[config.mk]
export PLATFORM = sky130hd
export DESIGN_NAME = pwm_evt_trig
export DESIGN_NICKNAME = d
export VERILOG_FILES = /design/src/rtl/evt_trig_pkg.sv /design/src/rtl/evt_select.sv /design/src/rtl/evt_prescale.sv /design/src/rtl/pwm_evt_trig.sv
export SDC_FILE = /design/constraint.sdc
export NUM_CORES = 1
export LEC_CHECK = 0
export BUFFER_PORTS_ARGS = -buffer_cell sky130_fd_sc_hd__clkbuf_2
export CAP_MARGIN = 20
export CORE_AREA = 5 5 42 44
export CTS_CLUSTER_SIZE = 24
export DETAILED_ROUTE_END_ITERATION = 6
export DIE_AREA = 0 0 47 49
export HOLD_SLACK_MARGIN = 0.06
export PLACE_DENSITY_LB_ADDON = 0.1
export SYNTH_ARGS = -nofsm -noshare
export SYNTH_HDL_FRONTEND = slang
export SYNTH_SLANG_ARGS = --single-unit
[constraint.sdc]
create_clock -name clk -period 4.1 [get_ports clk]
set_input_delay 0.82 -clock clk [delete_from_list [all_inputs] [get_ports clk]]
set_output_delay 0.82 -clock clk [all_outputs]
set_load 0.05 [all_outputs]
[src/rtl/evt_trig_pkg.sv]
// Shared definitions for the PWM event trigger prescaler.
// Assumes a 3-bit select code and a narrow prescale field.
package evt_trig_pkg;

    localparam int SEL_W = 3;
    localparam int PRE_W = 2;

    // Event select codes; the values are decoded by evt_select.
    typedef enum logic [SEL_W-1:0] {
        EV_NONE  = 3'd0,
        EV_ZERO  = 3'd1,
        EV_PRD   = 3'd2,
        EV_RSVD  = 3'd3,
        EV_CA_UP = 3'd4,
        EV_CA_DN = 3'd5,
        EV_CB_UP = 3'd6,
        EV_CB_DN = 3'd7
    } evt_code_e;

    // Per-channel configuration bundle.
    typedef struct packed {
        logic             en;
        logic [SEL_W-1:0] sel;
        logic [PRE_W-1:0] pre;
    } chan_cfg_t;

endpackage

[src/rtl/evt_select.sv]
// Event source selector: maps a select code to one time-base strobe.
// Compare matches are qualified by count direction; unused codes select nothing.
// Assumes the strobes are single-cycle and synchronous to the block clock.
module evt_select
    import evt_trig_pkg::*;
(
    input  logic             zero_i,
    input  logic             prd_i,
    input  logic             cmpa_i,
    input  logic             cmpb_i,
    input  logic             up_i,
    input  logic [SEL_W-1:0] sel_i,
    output logic             evt_o
);

    // Decode the select code into a single event strobe.
    always_comb begin
        case (evt_code_e'(sel_i))
            EV_ZERO:  evt_o = zero_i;
            EV_PRD:   evt_o = prd_i;
            EV_CA_UP: evt_o = cmpa_i &  up_i;
            EV_CA_DN: evt_o = cmpa_i & ~up_i;
            EV_CB_UP: evt_o = cmpb_i &  up_i;
            EV_CB_DN: evt_o = cmpb_i & ~up_i;
            default:  evt_o = 1'b0;
        endcase
    end

endmodule

[src/rtl/evt_prescale.sv]
// Event prescaler: counts selected events and acts on the Nth one.
// LATCH=0 gives a one-clock pulse output. LATCH=1 gives a flag that holds
// until clr_i; while the flag is set, the counter parks at the prescale value.
// Assumes pre_i and en_i are stable in the cycle an event is sampled.
module evt_prescale #(
    parameter int PRE_W = 2,
    parameter bit LATCH = 1'b0
) (
    input  logic             clk,
    input  logic             rst_n,
    input  logic             en_i,
    input  logic [PRE_W-1:0] pre_i,
    input  logic             evt_i,
    input  logic             clr_i,
    output logic             out_o
);

    logic [PRE_W-1:0] cnt;
    logic [PRE_W:0]   nxt;
    logic [PRE_W:0]   pre_x;
    logic             active;
    logic             blocked;
    logic             reach;
    logic             fire;

    assign nxt    = {1'b0, cnt} + 1'b1;
    assign pre_x  = {1'b0, pre_i};
    assign active = en_i && (pre_i != '0);
    assign reach  = (nxt >= pre_x);
    assign fire   = active && evt_i && !blocked && reach;

    // Event counter: clears when idle, restarts on fire, parks while blocked.
    always_ff @(posedge clk) begin
        if (!rst_n) begin
            cnt <= '0;
        end else if (!active) begin
            cnt <= '0;
        end else if (evt_i) begin
            if (fire) begin
                cnt <= '0;
            end else if (blocked && reach) begin
                cnt <= pre_i;
            end else begin
                cnt <= nxt[PRE_W-1:0];
            end
        end
    end

    generate
        if (LATCH) begin : g_flag
            logic flag;
            // Interrupt flag: set on fire, cleared by write-one-to-clear.
            always_ff @(posedge clk) begin
                if (!rst_n) begin
                    flag <= 1'b0;
                end else if (fire) begin
                    flag <= 1'b1;
                end else if (clr_i) begin
                    flag <= 1'b0;
                end
            end
            assign blocked = flag;
            assign out_o   = flag;
        end else begin : g_pulse
            logic pls;
            logic unused_clr;
            assign unused_clr = clr_i;
            // Pulse register: high for the single cycle after a fire.
            always_ff @(posedge clk) begin
                if (!rst_n) begin
                    pls <= 1'b0;
                end else begin
                    pls <= fire;
                end
            end
            assign blocked = 1'b0;
            assign out_o   = pls;
        end
    endgenerate

endmodule

[src/rtl/pwm_evt_trig.sv]
// PWM event trigger prescaler top. Channel 0 drives the ADC start-of-conversion
// pulse; channel 1 drives the latched interrupt request. Each channel has its own
// selector and prescaler. Assumes all inputs are synchronous to clk.
module pwm_evt_trig
    import evt_trig_pkg::*;
#(
    parameter int NCH = 2
) (
    input  logic             clk,
    input  logic             rst_n,
    input  logic             tb_zero,
    input  logic             tb_prd,
    input  logic             tb_cmpa,
    input  logic             tb_cmpb,
    input  logic             tb_up,
    input  logic             soc_en,
    input  logic [SEL_W-1:0] soc_sel,
    input  logic [PRE_W-1:0] soc_pre,
    input  logic             irq_en,
    input  logic [SEL_W-1:0] irq_sel,
    input  logic [PRE_W-1:0] irq_pre,
    input  logic             irq_clr,
    output logic             soc_pulse,
    output logic             irq_req
);

    localparam int CH_SOC = 0;
    localparam int CH_IRQ = NCH - 1;

    chan_cfg_t cfg [NCH];
    logic [NCH-1:0] evt;
    logic [NCH-1:0] clr;
    logic [NCH-1:0] outs;

    // Gather per-channel configuration into a uniform array.
    always_comb begin
        for (int i = 0; i < NCH; i++) begin
            cfg[i] = '0;
            clr[i] = 1'b0;
        end
        cfg[CH_SOC] = '{en: soc_en, sel: soc_sel, pre: soc_pre};
        cfg[CH_IRQ] = '{en: irq_en, sel: irq_sel, pre: irq_pre};
        clr[CH_IRQ] = irq_clr;
    end

    generate
        for (genvar g = 0; g < NCH; g++) begin : g_ch
            evt_select u_sel (
                .zero_i (tb_zero),
                .prd_i  (tb_prd),
                .cmpa_i (tb_cmpa),
                .cmpb_i (tb_cmpb),
                .up_i   (tb_up),
                .sel_i  (cfg[g].sel),
                .evt_o  (evt[g])
            );
            evt_prescale #(
                .PRE_W (PRE_W),
                .LATCH (g == CH_IRQ)
            ) u_pre (
                .clk   (clk),
                .rst_n (rst_n),
                .en_i  (cfg[g].en),
                .pre_i (cfg[g].pre),
                .evt_i (evt[g]),
                .clr_i (clr[g]),
                .out_o (outs[g])
            );
        end
    endgenerate

    assign soc_pulse = outs[CH_SOC];
    assign irq_req   = outs[CH_IRQ];

endmodule

==> summary.md <==
| Metric | Value |
|---|---|
| Total of cells resized after clock tree synthesis | `0` |
| Number of ports placed on the die boundary | `22` |
| Met1 Usage GRT | `0.149` |
| Die Ht | `49 um` |
| Vias | `499` |
| Worst Max-Slew Pin Slew | `0.476 ns` |
| Remaining antenna violation count | `0` |
| Max clock buf depth | `2` |
| Post-route setup TNS | `0 ns` |
| WL/cell | `~11 um` |
| Syn Std Cell Area | `just over 500 um^2` |
| Status | `completed` |
| Mapped Avg Cell Area | `about 9 um^2` |
| Antenna violations before repair | `0` |
| Vias in the first global route | `494` |
| Inserted Clock Buffers | `3` |
| Yosys top cell by area | `sky130_fd_sc_hd__dfxtp_1` |
| Flop and latch count out of synthesis | `6` |
| Filler cell count | `159` |
| Detailed-route vias per instance | `5.14` |
| Placeable core region | `roughly 1400 um^2` |
| Startpoint of the most critical hold path | `g_ch[0].u_pre.cnt[1]$_SDFFE_PN0P_` |
| Final core area utilization | `0.467` |
| Busiest grt layer | `met2` |
| Count of standard-cell rows | `14` |
| Congestion Overflow GR | `0` |
| Top cells by area in the synthesized netlist | `sky130_fd_sc_hd__dfxtp_1 24%, sky130_fd_sc_hd__ha_1 9.9%, sky130_fd_sc_hd__fa_1 7.9%` |
| CTS Root Buffer Type | `sky130_fd_sc_hd__clkbuf_4` |
| Element type at the critical path start | `input pin` |
| Number of inserted diodes | `0` |
| TritonCTS clock tree | `yes` |
| First-pass GRT wire length | `approximately 2000 um` |
| Largest stage delay on the critical path | `0.45 ns` |
| Placement-stage worst setup slack | `1.96 ns` |
| Later-pin clock latency in the skew report | `0.24 ns` |
| Cell leakage power | `~0.30 nW` |
| Post-route fraction of the period consumed by the critical path | `0.463` |
| Maximum operating frequency | `527 MHz` |
| Number of distinct library cells after synthesis | `26` |
| Warnings from Yosys | `0` |
| Worst clock skew | `0.0000899 ns` |
| Global-route usage over all layers | `0.115` |
| RD Place Congestion | `0.816` |
| Number of hold violations in the final report | `0` |
| RSZ-0062 raised after global routing | `false` |
| DRT Wirelength | `between 1000 and 1500 um` |
| Cells after synthesis | `between 50 and 60` |
| First-pass iteration count of the detailed router | `4` |
| Port Buffer Count | `21` |
| Starting density of the core | `0.362` |
| Crit-path slowest cell | `sky130_fd_sc_hd__fa_1` |
| Critical register-to-register path endpoint | `g_ch[1].u_pre.cnt[1]$_SDFFE_PN0P_` |
| Grt met2 use | `0.163` |
| Met3 Usage GRT | `0.0443` |
| Number of nets in the synthesized netlist | `83` |
| Minimum clock period | `~1.9 ns` |
| Number of non-filler instances in the completed layout | `97` |
| Hold bufs inserted after CTS | `0` |
| Max-slew violations | `0` |
| Number of setup buffers added after CTS | `0` |
| Number of remaining DRC errors | `0` |
| Area delta synth->final | `29.1%` |
| Maximum Capacitance Violations | `0` |
| Nets | `109` |
| Total placed cells including tap cells | `94` |
| IR Drop Worst-Case VDD | `0.118 mV` |
| Clock slew at reported path FFs | `~0.05 ns` |
| Most frequently used cell type in the post-synthesis netlist | `sky130_fd_sc_hd__dfxtp_1` |
| Number of enable-type register cells in the synthesized netlist | `0` |
| Number of buffer and inverter stages on the critical path | `1` |
| Req. time, crit path | `about 4.2 ns` |
| Width of the die | `47 um` |
| Worst hold slack | `0.485 ns` |
| Top_reg_cell synth | `sky130_fd_sc_hd__dfxtp_1` |
| Reg-to-reg slack, setup | `2.36 ns` |
| Number of clock sinks | `6` |
| Cells traversed along the worst timing path | `clkbuf_2 > fa_1 > o31a_1 > o21ai_0 > a31oi_1` |
| Proportion of synthesized flip-flops having asynchronous set or reset | `0` |
| Power per standard cell area | `241 nW/um^2` |
| Seq. cell area | `about 120 um^2` |
| Max Fanout on Critical Path | `3` |
| Cell types with the highest counts after synthesis | `6 x sky130_fd_sc_hd__dfxtp_1, 5 x sky130_fd_sc_hd__inv_1, 5 x sky130_fd_sc_hd__o21ai_0` |
| Crit Reg-Reg Startpoint | `g_ch[1].u_pre.cnt[0]$_SDFFE_PN0P_` |
| Combined area of the multi-input logic cells | `368 um^2` |
| Fraction of the yosys area taken by sequential cells | `0.237` |
| Final setup margin | `2.20 ns` |
| Data arrival time of the critical path | `slightly above 2 ns` |
| Setup violation total in the final timing report | `0` |
| Violation count after the first detailed-routing iteration | `12` |
| Critical path class | `in -> reg` |
| Proportion of netlist area held by the largest area contributor | `0.237` |
| CP Capture Type | `flop` |
| Largest net degree at the start of global routing | `7` |
| Hold worst-path end | `g_ch[0].u_pre.cnt[1]$_SDFFE_PN0P_` |
| Share of layout cells above drive strength 1 | `0.321` |
| Worst slew margin | `0.679` |
| Detailed Place HPWL | `923 um` |
| Die Area | `2300 um^2` |
| Cell count of the worst hold path | `2` |
| Worst R2R Path Depth | `5` |
| H-tree depth | `1` |
| Cell class contributing the biggest share of worst-path delay | `compound AO/OA/AOI/OAI gates` |
| Worst min path class | `reg -> reg` |
## flip-flops by register name, summed over array words and instances (netlist names)
register / cells
g_ch.u_pre.cnt: 4
g_ch.u_pre.out_o: 2
## through the flow
stage | area [um^2] | total power [mW]
6_report | 654 | 0.158
5_1_grt | 654 | 0.171
4_1_cts | 654 | 0.161
3_5_place_dp | 632 | 0.103
3_3_place_gp | 632 | 0.104
2_1_floorplan | 507 | 0.0865
## routing by layer
| metal | wire length [um] | vias to the layer above |
|---|---|---|
| met3 | 91 | 3 |
| met1 | 480 | 209 |
| li1 | - | 263 |
| met4 | 19 | 0 |
| met2 | 472 | 24 |
| met5 | 0 | - |
## kinds of logic (layout without fill, tap and decap cells)
logic type      after synthesis  after routing  share of synthesized area
buf+inv                       5             29                     0.0370
mux                           4              4                     0.0815
simple gates                 18             18                      0.210
fa+ha+maj                     6              6                      0.178
flops                         6              6                      0.237
xor+xnor                      2              2                     0.0346
compound gates               16             16                      0.222
## placed cells by master (no fill, tap or decap), drive strengths merged, types with 2 or more instances in the layout
cell type  count
o31a           2
ha             4
nand3          4
o21ai          5
dfxtp          6
clkbuf        24
mux2i          3
inv            5
nand3b         3
nor2b          2
a31oi          2
o311ai         2
fa             2
nand2          4
## report_power, final
group | switching, mW | leakage, nW | total (mW) | internal (mW)
Combinational | 0.0203 | 0.238 | 0.0405 | 0.0202
Clock | 0.0224 | 0.0138 | 0.0555 | 0.0332
Sequential | 0.00150 | 0.0486 | 0.0616 | 0.0601
## worst max path at each step
stage / start / end / slack [ns] / cells past startpoint
after floorplan: irq_pre[1] / g_ch[1].u_pre.cnt[0]$_SDFFE_PN0P_ / 2.15 / 4
after global placement: irq_pre[1] / g_ch[1].u_pre.cnt[0]$_SDFFE_PN0P_ / 2.00 / 5
after detailed placement: irq_pre[1] / g_ch[1].u_pre.cnt[1]$_SDFFE_PN0P_ / 1.96 / 5
after CTS: irq_pre[1] / g_ch[1].u_pre.cnt[1]$_SDFFE_PN0P_ / 2.22 / 5
after global routing: irq_pre[1] / g_ch[1].u_pre.cnt[1]$_SDFFE_PN0P_ / 2.13 / 5
final: irq_pre[1] / g_ch[1].u_pre.cnt[1]$_SDFFE_PN0P_ / 2.20 / 5
## worst register-to-register path, stage by stage, from the launching register on
cell	delay, ns
sky130_fd_sc_hd__dfxtp_1	0.39
sky130_fd_sc_hd__inv_1	0.09
sky130_fd_sc_hd__fa_1	0.49
sky130_fd_sc_hd__o31a_1	0.34
sky130_fd_sc_hd__o21ai_0	0.20
sky130_fd_sc_hd__a31oi_1	0.10
## area by class of cell
class                           instances  area share
Multi-Input combinational cell         46       0.562
Clock buffer                            3      0.0344
Timing Repair Buffer                   21       0.161
Sequential cell                         6       0.184
Tap cell                               16      0.0306
Inverter                                5      0.0287
No activity file was read; power rests on OpenSTA's default activity.
